==> src/rtl/cfg_par_pkg.sv <==
package cfg_par_pkg;
  localparam int unsigned BYTE_W = 8;

  typedef enum logic [1:0] {
    MODE_CFG   = 2'd0,
    MODE_USER  = 2'd1,
    MODE_ABORT = 2'd2
  } port_mode_e;
endpackage

==> src/rtl/cfg_par_ctrl.sv <==
module cfg_par_ctrl
  import cfg_par_pkg::*;
(
  input  logic clk_i,
  input  logic rst_ni,
  input  logic cs_ni,
  input  logic rdwr_i,
  input  logic persist_i,
  input  logic done_i,
  output logic wr_req_o,
  output logic rd_req_o,
  output logic abort_o,
  output logic user_mode_o
);
  port_mode_e mode_q, mode_d;
  logic wr_seen_q;
  logic active, sel, dir_err;

  assign active  = (mode_q == MODE_CFG) || (mode_q == MODE_USER && persist_i);
  assign sel     = !cs_ni && active;
  // read after a write inside one configuration session
  assign dir_err = (mode_q == MODE_CFG) && wr_seen_q && !cs_ni && rdwr_i;

  assign wr_req_o = sel && !rdwr_i;
  assign rd_req_o = sel && rdwr_i && persist_i && !dir_err;

  always_comb begin
    mode_d = mode_q;
    if (dir_err)                              mode_d = MODE_ABORT;
    else if (mode_q == MODE_CFG && done_i)    mode_d = MODE_USER;
  end

  always_ff @(posedge clk_i or negedge rst_ni) begin
    if (!rst_ni) begin
      mode_q    <= MODE_CFG;
      wr_seen_q <= 1'b0;
    end else begin
      mode_q <= mode_d;
      if (mode_q == MODE_CFG && wr_req_o) wr_seen_q <= 1'b1;
    end
  end

  assign abort_o     = (mode_q == MODE_ABORT);
  assign user_mode_o = (mode_q == MODE_USER);

  assert_abort_sticky_R7: assert property (@(posedge clk_i) disable iff (!rst_ni)
    abort_o |=> abort_o);
  assert_user_needs_done_R8: assert property (@(posedge clk_i) disable iff (!rst_ni)
    $rose(user_mode_o) |-> $past(done_i));
  assert_no_req_in_abort_R7: assert property (@(posedge clk_i) disable iff (!rst_ni)
    abort_o |-> !(wr_req_o || rd_req_o));
endmodule

==> src/rtl/cfg_par_wr.sv <==
module cfg_par_wr #(
  parameter int unsigned W = cfg_par_pkg::BYTE_W
) (
  input  logic         clk_i,
  input  logic         rst_ni,
  input  logic         req_i,
  input  logic [W-1:0] pins_i,
  output logic [W-1:0] byte_o,
  output logic         valid_o
);
  logic [W-1:0] swapped;

  for (genvar k = 0; k < W; k++) begin : g_swap
    assign swapped[W-1-k] = pins_i[k];
  end

  always_ff @(posedge clk_i or negedge rst_ni) begin
    if (!rst_ni) begin
      byte_o  <= '0;
      valid_o <= 1'b0;
    end else begin
      valid_o <= req_i;
      if (req_i) byte_o <= swapped;
    end
  end

  assert_valid_follows_req_R3: assert property (@(posedge clk_i) disable iff (!rst_ni)
    valid_o |-> $past(req_i));
endmodule

==> src/rtl/cfg_par_rd.sv <==
module cfg_par_rd #(
  parameter int unsigned W = cfg_par_pkg::BYTE_W
) (
  input  logic         clk_i,
  input  logic         rst_ni,
  input  logic         req_i,
  input  logic [W-1:0] src_data_i,
  input  logic         src_empty_i,
  output logic         pop_o,
  output logic [W-1:0] pins_o,
  output logic         oe_o,
  output logic         underflow_o
);
  logic [W-1:0] hold_q;

  assign pop_o = req_i && !src_empty_i;

  always_ff @(posedge clk_i or negedge rst_ni) begin
    if (!rst_ni) begin
      hold_q      <= '0;
      oe_o        <= 1'b0;
      underflow_o <= 1'b0;
    end else begin
      oe_o <= req_i;
      if (pop_o)                      hold_q      <= src_data_i;
      if (req_i && src_empty_i)       underflow_o <= 1'b1;
    end
  end

  for (genvar k = 0; k < W; k++) begin : g_swap
    assign pins_o[k] = hold_q[W-1-k];
  end

  assert_underflow_sticky_R11: assert property (@(posedge clk_i) disable iff (!rst_ni)
    underflow_o |=> underflow_o);
  assert_hold_on_empty_R11: assert property (@(posedge clk_i) disable iff (!rst_ni)
    (req_i && src_empty_i) |=> $stable(pins_o));
endmodule

==> src/rtl/cfg_par_port.sv <==
module cfg_par_port
  import cfg_par_pkg::*;
#(
  parameter int unsigned W = BYTE_W
) (
  input  logic         clk_i,
  input  logic         rst_ni,
  input  logic         cs_ni,
  input  logic         rdwr_i,
  input  logic [W-1:0] bus_i,
  output logic [W-1:0] bus_o,
  output logic         bus_oe_o,
  input  logic         persist_i,
  input  logic         done_i,
  output logic [W-1:0] wr_byte_o,
  output logic         wr_valid_o,
  input  logic [W-1:0] rb_data_i,
  input  logic         rb_empty_i,
  output logic         rb_pop_o,
  output logic         abort_o,
  output logic         underflow_o,
  output logic         user_mode_o
);
  logic wr_req, rd_req;

  cfg_par_ctrl u_ctrl (
    .clk_i, .rst_ni, .cs_ni, .rdwr_i, .persist_i, .done_i,
    .wr_req_o(wr_req), .rd_req_o(rd_req),
    .abort_o, .user_mode_o
  );

  cfg_par_wr #(.W(W)) u_wr (
    .clk_i, .rst_ni, .req_i(wr_req), .pins_i(bus_i),
    .byte_o(wr_byte_o), .valid_o(wr_valid_o)
  );

  cfg_par_rd #(.W(W)) u_rd (
    .clk_i, .rst_ni, .req_i(rd_req),
    .src_data_i(rb_data_i), .src_empty_i(rb_empty_i),
    .pop_o(rb_pop_o), .pins_o(bus_o), .oe_o(bus_oe_o), .underflow_o
  );

  assert_oe_only_after_read_R6: assert property (@(posedge clk_i) disable iff (!rst_ni)
    bus_oe_o |-> $past(!cs_ni && rdwr_i && persist_i));
  assert_pop_needs_persist_R5: assert property (@(posedge clk_i) disable iff (!rst_ni)
    rb_pop_o |-> (persist_i && !cs_ni && rdwr_i));
  assert_no_write_when_deselected_R2: assert property (@(posedge clk_i) disable iff (!rst_ni)
    wr_valid_o |-> $past(!cs_ni && !rdwr_i));
endmodule

==> config.mk <==
export PLATFORM = sky130hd
export DESIGN_NAME = cfg_par_port
export DESIGN_NICKNAME = d
export VERILOG_FILES = /design/src/rtl/cfg_par_pkg.sv /design/src/rtl/cfg_par_ctrl.sv /design/src/rtl/cfg_par_wr.sv /design/src/rtl/cfg_par_rd.sv /design/src/rtl/cfg_par_port.sv
export SDC_FILE = /design/constraint.sdc
export NUM_CORES = 1
export LEC_CHECK = 0
export BUFFER_PORTS_ARGS = -buffer_cell sky130_fd_sc_hd__buf_4
export CAP_MARGIN = 20
export CORE_MARGIN = 2
export CORE_UTILIZATION = 43
export DETAILED_ROUTE_END_ITERATION = 16
export PLACE_DENSITY = 0.82
export SLEW_MARGIN = 20
export SYNTH_ARGS = -nofsm -noshare
export SYNTH_HDL_FRONTEND = slang
export SYNTH_SLANG_ARGS = --single-unit
==> constraint.sdc <==
create_clock -name clk_i -period 1.7 [get_ports clk_i]
set_input_delay 0.255 -clock clk_i [delete_from_list [all_inputs] [get_ports clk_i]]
set_output_delay 0.255 -clock clk_i [all_outputs]
set_load 0.05 [all_outputs]
==> impl_metrics.prom, run 1 <==
# TYPE chip_impl_metric gauge
chip_impl_info{name="run_status",value="finished clean"} 1
chip_impl_metric{name="final_layout_size_suffix_gt1_share",unit="%"} 68.0
chip_impl_metric{name="synthesis.area",unit="µm²"} 855
chip_impl_metric{name="start_util",unit="%"} 44.5
chip_impl_metric{name="clock_insertion_delay_at_the_later_pin_of_the_skew_report",unit="ns"} 0.28
chip_impl_info{name="rsz0062_at_grt",value="no"} 1
chip_impl_metric{name="routabilityCongestion",unit=""} 0.658
chip_impl_metric{name="syn-mean-instance-area",unit="µm²"} 15.8
chip_impl_metric{name="die_w",unit="µm"} 48.6
chip_impl_metric{name="wl_per_cell",unit="µm"} 12.2
chip_impl_metric{name="max-slew-margin-rel",unit="%"} 69.1
chip_impl_metric{name="clock_power_share",unit="%"} 24.9
chip_impl_metric{name="fillCellCount",unit=""} 165
chip_impl_metric{name="antenna_left",unit=""} 0
chip_impl_info{name="cts_tree",value="done"} 1
chip_impl_metric{name="wl",unit="mm"} 1.59
chip_impl_metric{name="max-cap-violations",unit=""} 0
chip_impl_metric{name="share_seq_of_total_power",unit="%"} 62.6
chip_impl_metric{name="pin_count",unit=""} 45
chip_impl_metric{name="synthesis.yosys.warnings",unit=""} 0
chip_impl_metric{name="number_of_cts_inserted_buffers",unit=""} 3
chip_impl_metric{name="die_height",unit="µm"} 48.6
chip_impl_metric{name="ir_worst_vdd",unit="µV"} 426
chip_impl_metric{name="arrival",unit="ns"} 1.29
chip_impl_metric{name="post_route_total_power",unit="W"} 0.000855
chip_impl_metric{name="reg_clk_slew_reported_paths",unit="ns"} 0.10
chip_impl_metric{name="final-hold-violation-count",unit=""} 0
chip_impl_metric{name="postSynthRegisterBits",unit=""} 22
chip_impl_metric{name="synth_cell_type_count",unit=""} 14
chip_impl_metric{name="achievable-frequency",unit="GHz"} 0.648
chip_impl_metric{name="rows",unit=""} 16
chip_impl_info{name="timing.rr.start",value="u_ctrl.mode_q[1]"} 1
chip_impl_metric{name="post_synth_inst_count",unit=""} 54
chip_impl_metric{name="antenna_found_initial",unit=""} 0
chip_impl_metric{name="diodes",unit=""} 0
chip_impl_metric{name="worst_r2r_path_depth",unit=""} 4
chip_impl_info{name="path_class",value="flop to primary output"} 1
chip_impl_info{name="cpMaxStageDelayCell",value="sky130_fd_sc_hd__dfrtp_1"} 1
chip_impl_metric{name="h-tree-depth",unit=""} 1
chip_impl_metric{name="fp.coreArea",unit="µm²"} 1920
chip_impl_metric{name="r2r_slack",unit="ns"} 0.24
chip_impl_metric{name="dieArea",unit="µm²"} 2360
chip_impl_metric{name="global_route.usage.total",unit="%"} 15.6
chip_impl_metric{name="power_per_cell_area",unit="nW/µm²"} 678
chip_impl_metric{name="post_drt_via_cell_ratio",unit=""} 4.62
chip_impl_info{name="crit_path_end_kind",value="primary output"} 1
chip_impl_metric{name="buffer_ports.inserted",unit=""} 44
chip_impl_metric{name="power.switching_fraction",unit="%"} 22.2
chip_impl_info{name="dominant_cell_type_by_area_after_synthesis",value="sky130_fd_sc_hd__dfrtp_1"} 1
chip_impl_info{name="cts_root_buf",value="sky130_fd_sc_hd__clkbuf_4"} 1
chip_impl_metric{name="leakage_power_summed_over_all_cells",unit="nW"} 0.696
chip_impl_metric{name="syn_nets",unit=""} 77
chip_impl_metric{name="period_minus_slack",unit="ns"} 1.54
chip_impl_metric{name="synth.top_cell.area_share",unit="%"} 64.4
chip_impl_metric{name="drt_iter0_markers",unit=""} 9
chip_impl_info{name="min-delay-path-class",value="input port to flop"} 1
chip_impl_metric{name="totalNegativeSetupSlack",unit="ns"} 0
chip_impl_info{name="crit-reg2reg-capture",value="u_rd.hold_q[7]"} 1
chip_impl_metric{name="required",unit="ns"} 1.44
chip_impl_metric{name="final.period_utilization",unit="%"} 90.8
chip_impl_metric{name="dpl.hpwl",unit="mm"} 1.28
chip_impl_metric{name="post-route-drc-count",unit=""} 0
chip_impl_metric{name="finalMaxSlewViolations",unit=""} 0
chip_impl_metric{name="internal_power",unit="W"} 0.000665
chip_impl_metric{name="holdPathStages",unit=""} 2
chip_impl_info{name="hold_end",value="u_wr.byte_o[4]"} 1
chip_impl_info{name="path_cells",value="nand4bb_4 > nor3_4 > buf_6"} 1
chip_impl_metric{name="grt_start_max_net_pins",unit=""} 23
chip_impl_metric{name="combinationalPowerShare",unit="%"} 12.5
chip_impl_metric{name="worst_hold_slack",unit="ns"} 0.194
chip_impl_info{name="hold_path_startpoint",value="bus_i[3]"} 1
chip_impl_metric{name="grt_first_pass_wirelength",unit="mm"} 2.77
chip_impl_metric{name="p_switching",unit="W"} 0.000190
chip_impl_metric{name="final.setup_skew",unit="ns"} 0.00255
chip_impl_metric{name="grt_pass1_vias",unit=""} 627
chip_impl_metric{name="cts.sinks",unit=""} 22
chip_impl_metric{name="num-nets-final",unit=""} 128
chip_impl_metric{name="path_max_fanout",unit=""} 4
chip_impl_metric{name="area_growth",unit="%"} 47.7
chip_impl_metric{name="setup_viol_count_final",unit=""} 0
chip_impl_metric{name="worst_margin_pin_slew",unit="ns"} 0.463
chip_impl_metric{name="critical-path-max-stage-delay",unit="ns"} 0.42
chip_impl_info{name="critical_path.startpoint_type",value="flop"} 1
chip_impl_metric{name="clk_path_buf_depth",unit=""} 2
chip_impl_metric{name="ys_seq_area_share",unit="%"} 64.4
chip_impl_info{name="synth_area_leaders",value="sky130_fd_sc_hd__dfrtp_1 (64%), sky130_fd_sc_hd__mux2_2 (21%), sky130_fd_sc_hd__nand4bb_4 (3.2%)"} 1
chip_impl_metric{name="detailedRoute.firstPassIterationCount",unit=""} 4
chip_impl_metric{name="route.vias.total",unit=""} 601
chip_impl_metric{name="grt_remaining_overflow",unit=""} 0
[placed cells by master, fill, tap and decap left out, drive strengths merged]
cell and n:
nor3 2, nand4bb 1, a31o 2, clkbuf 3, inv 3, a21o 1
dfrtp 22, nor2b 1, dlygate4sd3 1, o21ai 2, nand3b 1, nor2 3
buf 45, mux2 16
[critical path: cells and delay by family (launching register included)]
| kind | cells | cell delay, ns |
|---|---|---|
| DFF | 1 | 0.42 |
| buffers and inverters | 1 | 0.19 |
| and+or+nand+nor | 2 | 0.39 |
[stage by stage]
stage | util (%) | setup WS [ns] | cells | area [µm²]
6_report | 65.7 | 0.157 | 130 | 1260
5_1_grt | 65.7 | 0.0707 | 130 | 1260
4_1_cts | 65.5 | 0.0326 | 130 | 1260
3_5_place_dp | 63.4 | 0.191 | 125 | 1220
3_3_place_gp | 63.4 | 0.206 | 125 | 1220
2_1_floorplan | - | -0.0190 | 54 | 855
[power groups by stage]
| stage | Clock (W) | Sequential, W | Combinational (W) |
|---|---|---|---|
| floorplan | 0 | 0.000576 | 0.00000891 |
| global placement | 0 | 0.000546 | 0.000106 |
| detailed placement | 0 | 0.000546 | 0.000107 |
| CTS | 0.000227 | 0.000536 | 0.000109 |
| global route | 0.000260 | 0.000537 | 0.000115 |
| finish | 0.000213 | 0.000535 | 0.000107 |
[metal layers]
| layer | GRT usage [%] | vias to the layer above | routed length [µm] |
|---|---|---|---|
| met1 | 18.9 | 283 | 649 |
| met5 | 0 | - | 0 |
| met4 | 7.14 | 0 | 19 |
| met2 | 26.2 | 25 | 804 |
| li1 | - | 291 | - |
| met3 | 4.01 | 2 | 118 |
[synth_stat cells]
| library cell | n |
|---|---|
| sky130_fd_sc_hd__mux2_2 | 16 |
| sky130_fd_sc_hd__inv_1 | 2 |
| sky130_fd_sc_hd__inv_2 | 1 |
| sky130_fd_sc_hd__a31o_2 | 2 |
| sky130_fd_sc_hd__nand3b_1 | 1 |
| sky130_fd_sc_hd__nor3_4 | 1 |
| sky130_fd_sc_hd__nor2_1 | 3 |
| sky130_fd_sc_hd__a21o_1 | 1 |
| sky130_fd_sc_hd__nor2b_1 | 1 |
| sky130_fd_sc_hd__nor3_1 | 1 |
| sky130_fd_sc_hd__dfrtp_1 | 22 |
| sky130_fd_sc_hd__nand4bb_4 | 1 |
| sky130_fd_sc_hd__o21ai_0 | 1 |
| sky130_fd_sc_hd__o21ai_2 | 1 |
[worst max path at each step]
stage,from,end,slack [ns]
global placement,cs_ni,rb_pop_o,0.21
global route,u_ctrl.mode_q[1],rb_pop_o,0.07
finish,u_ctrl.mode_q[1],rb_pop_o,0.16
detailed placement,u_ctrl.mode_q[1],rb_pop_o,0.19
CTS,u_ctrl.mode_q[1],rb_pop_o,0.03
floorplan,u_ctrl.mode_q[1],u_rd.hold_q[0],-0.02
[state kept, by name, summed over array words and instances (netlist names)]
register          cells
u_wr.byte_o           8
u_wr.valid_o          1
u_rd.underflow_o      1
u_ctrl.mode_q         2
u_ctrl.wr_seen_q      1
u_rd.oe_o             1
u_rd.hold_q           8
[cell families (layout without fill, tap and decap cells)]
logic type | Yosys count | after routing | share of synthesized area [%]
AO/OA/AOI/OAI | 5 | 5 | 4.54
buffers and inverters | 3 | 52 | 1.32
flip-flops | 22 | 22 | 64.4
multiplexers | 16 | 16 | 21.1
AND/OR/NAND/NOR | 8 | 8 | 8.64
[final cells by class]
class                           instances  area, µm²  share of cell area, %
Clock buffer                            3       22.5                   1.78
Inverter                                3       11.3                  0.892
Sequential cell                        22        551                   43.6
Multi-Input combinational cell         29        293                   23.2
Tap cell                               27       33.8                   2.68
Timing Repair Buffer                   46        352                   27.8
[timing repair]
action / CTS / global route
gates resized for setup: 0 / 1
hold buffers: 1 / 0
endpoints found under the hold margin: 22 / 0
buffers inserted: 1 / 0
pin swaps: 1 / 1
setup endpoints to repair: 1 / 1
No activity file was read; power rests on OpenSTA's default activity.
==> run 2, diff against run 1 <==
Settings changed: PLACE_DENSITY 0.82 to 0.76.
==> impl_metrics.prom, run 2 (synthesized netlist as in run 1, its figures left out) <==
# TYPE chip_impl_metric gauge
chip_impl_metric{name="clock_insertion_delay_at_the_later_pin_of_the_skew_report",unit="ns"} 0.30
chip_impl_metric{name="max-cap-violations",unit=""} 0
chip_impl_info{name="worstSetupStartpoint",value="u_ctrl.mode_q[1]"} 1
chip_impl_metric{name="die_height",unit="µm"} 48.6
chip_impl_metric{name="pin_count",unit=""} 45
chip_impl_metric{name="worst_margin_pin_slew",unit="ns"} 0.450
chip_impl_metric{name="routedLengthMet1",unit="µm"} 685
chip_impl_metric{name="required",unit="ns"} 1.44
chip_impl_metric{name="h-tree-depth",unit=""} 1
chip_impl_info{name="mostFrequentLayoutCells",value="sky130_fd_sc_hd__buf_4 (44), sky130_fd_sc_hd__dfrtp_1 (22), sky130_fd_sc_hd__mux2_2 (16)"} 1
chip_impl_metric{name="period_minus_slack",unit="ns"} 1.62
chip_impl_metric{name="start_util",unit="%"} 44.5
chip_impl_metric{name="achievable-frequency",unit="GHz"} 0.617
chip_impl_info{name="most_common_cell_after_layout_fill_and_taps_aside",value="sky130_fd_sc_hd__buf_4"} 1
chip_impl_metric{name="met2_wirelength",unit="µm"} 897
chip_impl_info{name="path_class",value="flop to primary output"} 1
chip_impl_metric{name="buffer_ports.inserted",unit=""} 44
chip_impl_metric{name="final_layout_size_suffix_gt1_share",unit="%"} 68.3
chip_impl_metric{name="drt_iter0_markers",unit=""} 1
chip_impl_metric{name="num-nets-final",unit=""} 128
chip_impl_metric{name="totalNegativeSetupSlack",unit="ns"} 0
chip_impl_info{name="hold_path_startpoint",value="rb_data_i[1]"} 1
chip_impl_metric{name="path_max_fanout",unit=""} 4
chip_impl_metric{name="dpl.hpwl",unit="mm"} 1.26
chip_impl_metric{name="number_of_cts_inserted_buffers",unit=""} 3
chip_impl_metric{name="arrival",unit="ns"} 1.37
chip_impl_info{name="cts_tree",value="done"} 1
chip_impl_info{name="cts_root_buf",value="sky130_fd_sc_hd__clkbuf_4"} 1
chip_impl_metric{name="reg_clk_slew_reported_paths",unit="ns"} 0.12
chip_impl_info{name="min-delay-path-class",value="input port to flop"} 1
chip_impl_metric{name="routabilityCongestion",unit=""} 0.689
chip_impl_info{name="timing.rr.start",value="u_ctrl.mode_q[1]"} 1
chip_impl_metric{name="critical-path-max-stage-delay",unit="ns"} 0.43
chip_impl_metric{name="power_per_cell_area",unit="nW/µm²"} 724
chip_impl_metric{name="antenna_left",unit=""} 0
chip_impl_info{name="rsz0062_at_grt",value="no"} 1
chip_impl_metric{name="max-slew-margin-rel",unit="%"} 70.0
chip_impl_metric{name="global_route.usage.total",unit="%"} 16.2
chip_impl_metric{name="setup_viol_count_final",unit=""} 0
chip_impl_metric{name="grt_first_pass_wirelength",unit="mm"} 2.88
chip_impl_metric{name="final-hold-violation-count",unit=""} 0
chip_impl_metric{name="grt_start_max_net_pins",unit=""} 23
chip_impl_info{name="run_status",value="finished clean"} 1
chip_impl_metric{name="fp.coreArea",unit="µm²"} 1920
chip_impl_metric{name="finalMaxSlewViolations",unit=""} 0
chip_impl_metric{name="final_core_utilization",unit="%"} 66.4
chip_impl_metric{name="wl_per_cell",unit="µm"} 13.0
chip_impl_metric{name="clk_path_buf_depth",unit=""} 2
chip_impl_metric{name="post_drt_via_cell_ratio",unit=""} 4.77
chip_impl_metric{name="grt_remaining_overflow",unit=""} 0
chip_impl_metric{name="power.switching_fraction",unit="%"} 22.7
chip_impl_metric{name="final.setup_skew",unit="ns"} 0.00202
chip_impl_info{name="highest-signal-layer",value="met4"} 1
chip_impl_metric{name="die_w",unit="µm"} 48.6
chip_impl_metric{name="post-route-drc-count",unit=""} 0
chip_impl_info{name="cpMaxStageDelayCell",value="sky130_fd_sc_hd__dfrtp_1"} 1
chip_impl_metric{name="clock_power_share",unit="%"} 30.3
chip_impl_metric{name="wl",unit="mm"} 1.71
chip_impl_info{name="largestRegisters",value="u_rd.hold_q x8, u_wr.byte_o x8, u_ctrl.mode_q x2"} 1
chip_impl_metric{name="diodes",unit=""} 0
chip_impl_metric{name="final.period_utilization",unit="%"} 95.3
chip_impl_metric{name="worst_hold_slack",unit="ns"} 0.177
chip_impl_info{name="crit_path_end_kind",value="primary output"} 1
chip_impl_info{name="path_cells",value="nand4bb_4 > nor3_4 > buf_6"} 1
chip_impl_metric{name="area_growth",unit="%"} 49.3
chip_impl_info{name="critical_path.startpoint_type",value="flop"} 1
chip_impl_metric{name="dieArea",unit="µm²"} 2360
chip_impl_metric{name="r2r_slack",unit="ns"} 0.17
chip_impl_metric{name="detailedRoute.firstPassIterationCount",unit=""} 3
chip_impl_metric{name="rows",unit=""} 16
chip_impl_metric{name="combinationalPowerShare",unit="%"} 11.7
chip_impl_metric{name="route.vias.total",unit=""} 625
chip_impl_metric{name="leakage_power_summed_over_all_cells",unit="nW"} 0.703
chip_impl_metric{name="fillCellCount",unit=""} 159
chip_impl_metric{name="internal_power",unit="W"} 0.000714
chip_impl_metric{name="cts.sinks",unit=""} 22
chip_impl_metric{name="antenna_found_initial",unit=""} 0
chip_impl_metric{name="p_switching",unit="W"} 0.000210
chip_impl_metric{name="share_seq_of_total_power",unit="%"} 58.0
chip_impl_metric{name="grt_pass1_vias",unit=""} 693
chip_impl_metric{name="ir_worst_vdd",unit="µV"} 436
chip_impl_metric{name="detailroute.wirelength.met3",unit="µm"} 110
==> run 2: repair_timing <==
action,4_1_cts,5_1_grt
setup endpoints to repair,1,1
resized for setup,0,1
hold buffers,1,0
endpoints found under the hold margin,22,0
setup buffers,1,0
gates cloned,0,0
pin swaps,1,0
==> run 2: layout make-up <==
class	instances	area [µm²]	share of cell area, %
sequential	22	551	43.1
timing repair buffer	46	352	27.5
multi-input combinational	29	293	22.9
clock buffer	4	36.3	2.84
tap	27	33.8	2.65
inverter	3	11.3	0.882
==> run 2: final timing paths <==
| path | end | cells past startpoint |
|---|---|---|
| worst min register to register | u_rd.underflow_o | 1 |
| worst min-delay path | u_rd.hold_q[1] | 2 |
| worst max-delay path | rb_pop_o | 3 |
| max in group asynchronous | u_ctrl.mode_q[0] | 2 |
| worst max register to register | u_rd.hold_q[4] | 4 |
| min in group asynchronous | u_rd.hold_q[5] | 2 |
==> run 2: per-stage QoR <==
step	total power (W)	instances	area (µm²)	worst slack [ns]
after global routing	0.000967	131	1280	0.0181
after CTS	0.000941	131	1270	0.0301
after floorplan	0.000585	54	855	-0.0190
after detailed placement	0.000653	125	1220	0.177
final	0.000923	131	1280	0.0799
after global placement	0.000651	125	1220	0.208
==> run 2: critical path, delay by kind of cell, from the launching register on <==
| family | cells | cell delay (ns) |
|---|---|---|
| buf+inv | 1 | 0.18 |
| flops | 1 | 0.43 |
| simple gates | 2 | 0.45 |
==> run 2: routing by layer <==
layer  vias up  global-route usage (%)
met5         -                       0
met4         0                    8.57
met3         2                    4.01
met2        30                    29.2
met1       304                    17.4
li1        289                       -
==> run 2: power groups by stage <==
stage | combinational [W] | sequential [W] | clock (W)
after floorplan | 0.00000891 | 0.000576 | 0
after global placement | 0.000106 | 0.000546 | 0
after detailed placement | 0.000107 | 0.000546 | 0
after CTS | 0.000110 | 0.000536 | 0.000295
after global routing | 0.000115 | 0.000538 | 0.000315
final | 0.000108 | 0.000536 | 0.000280
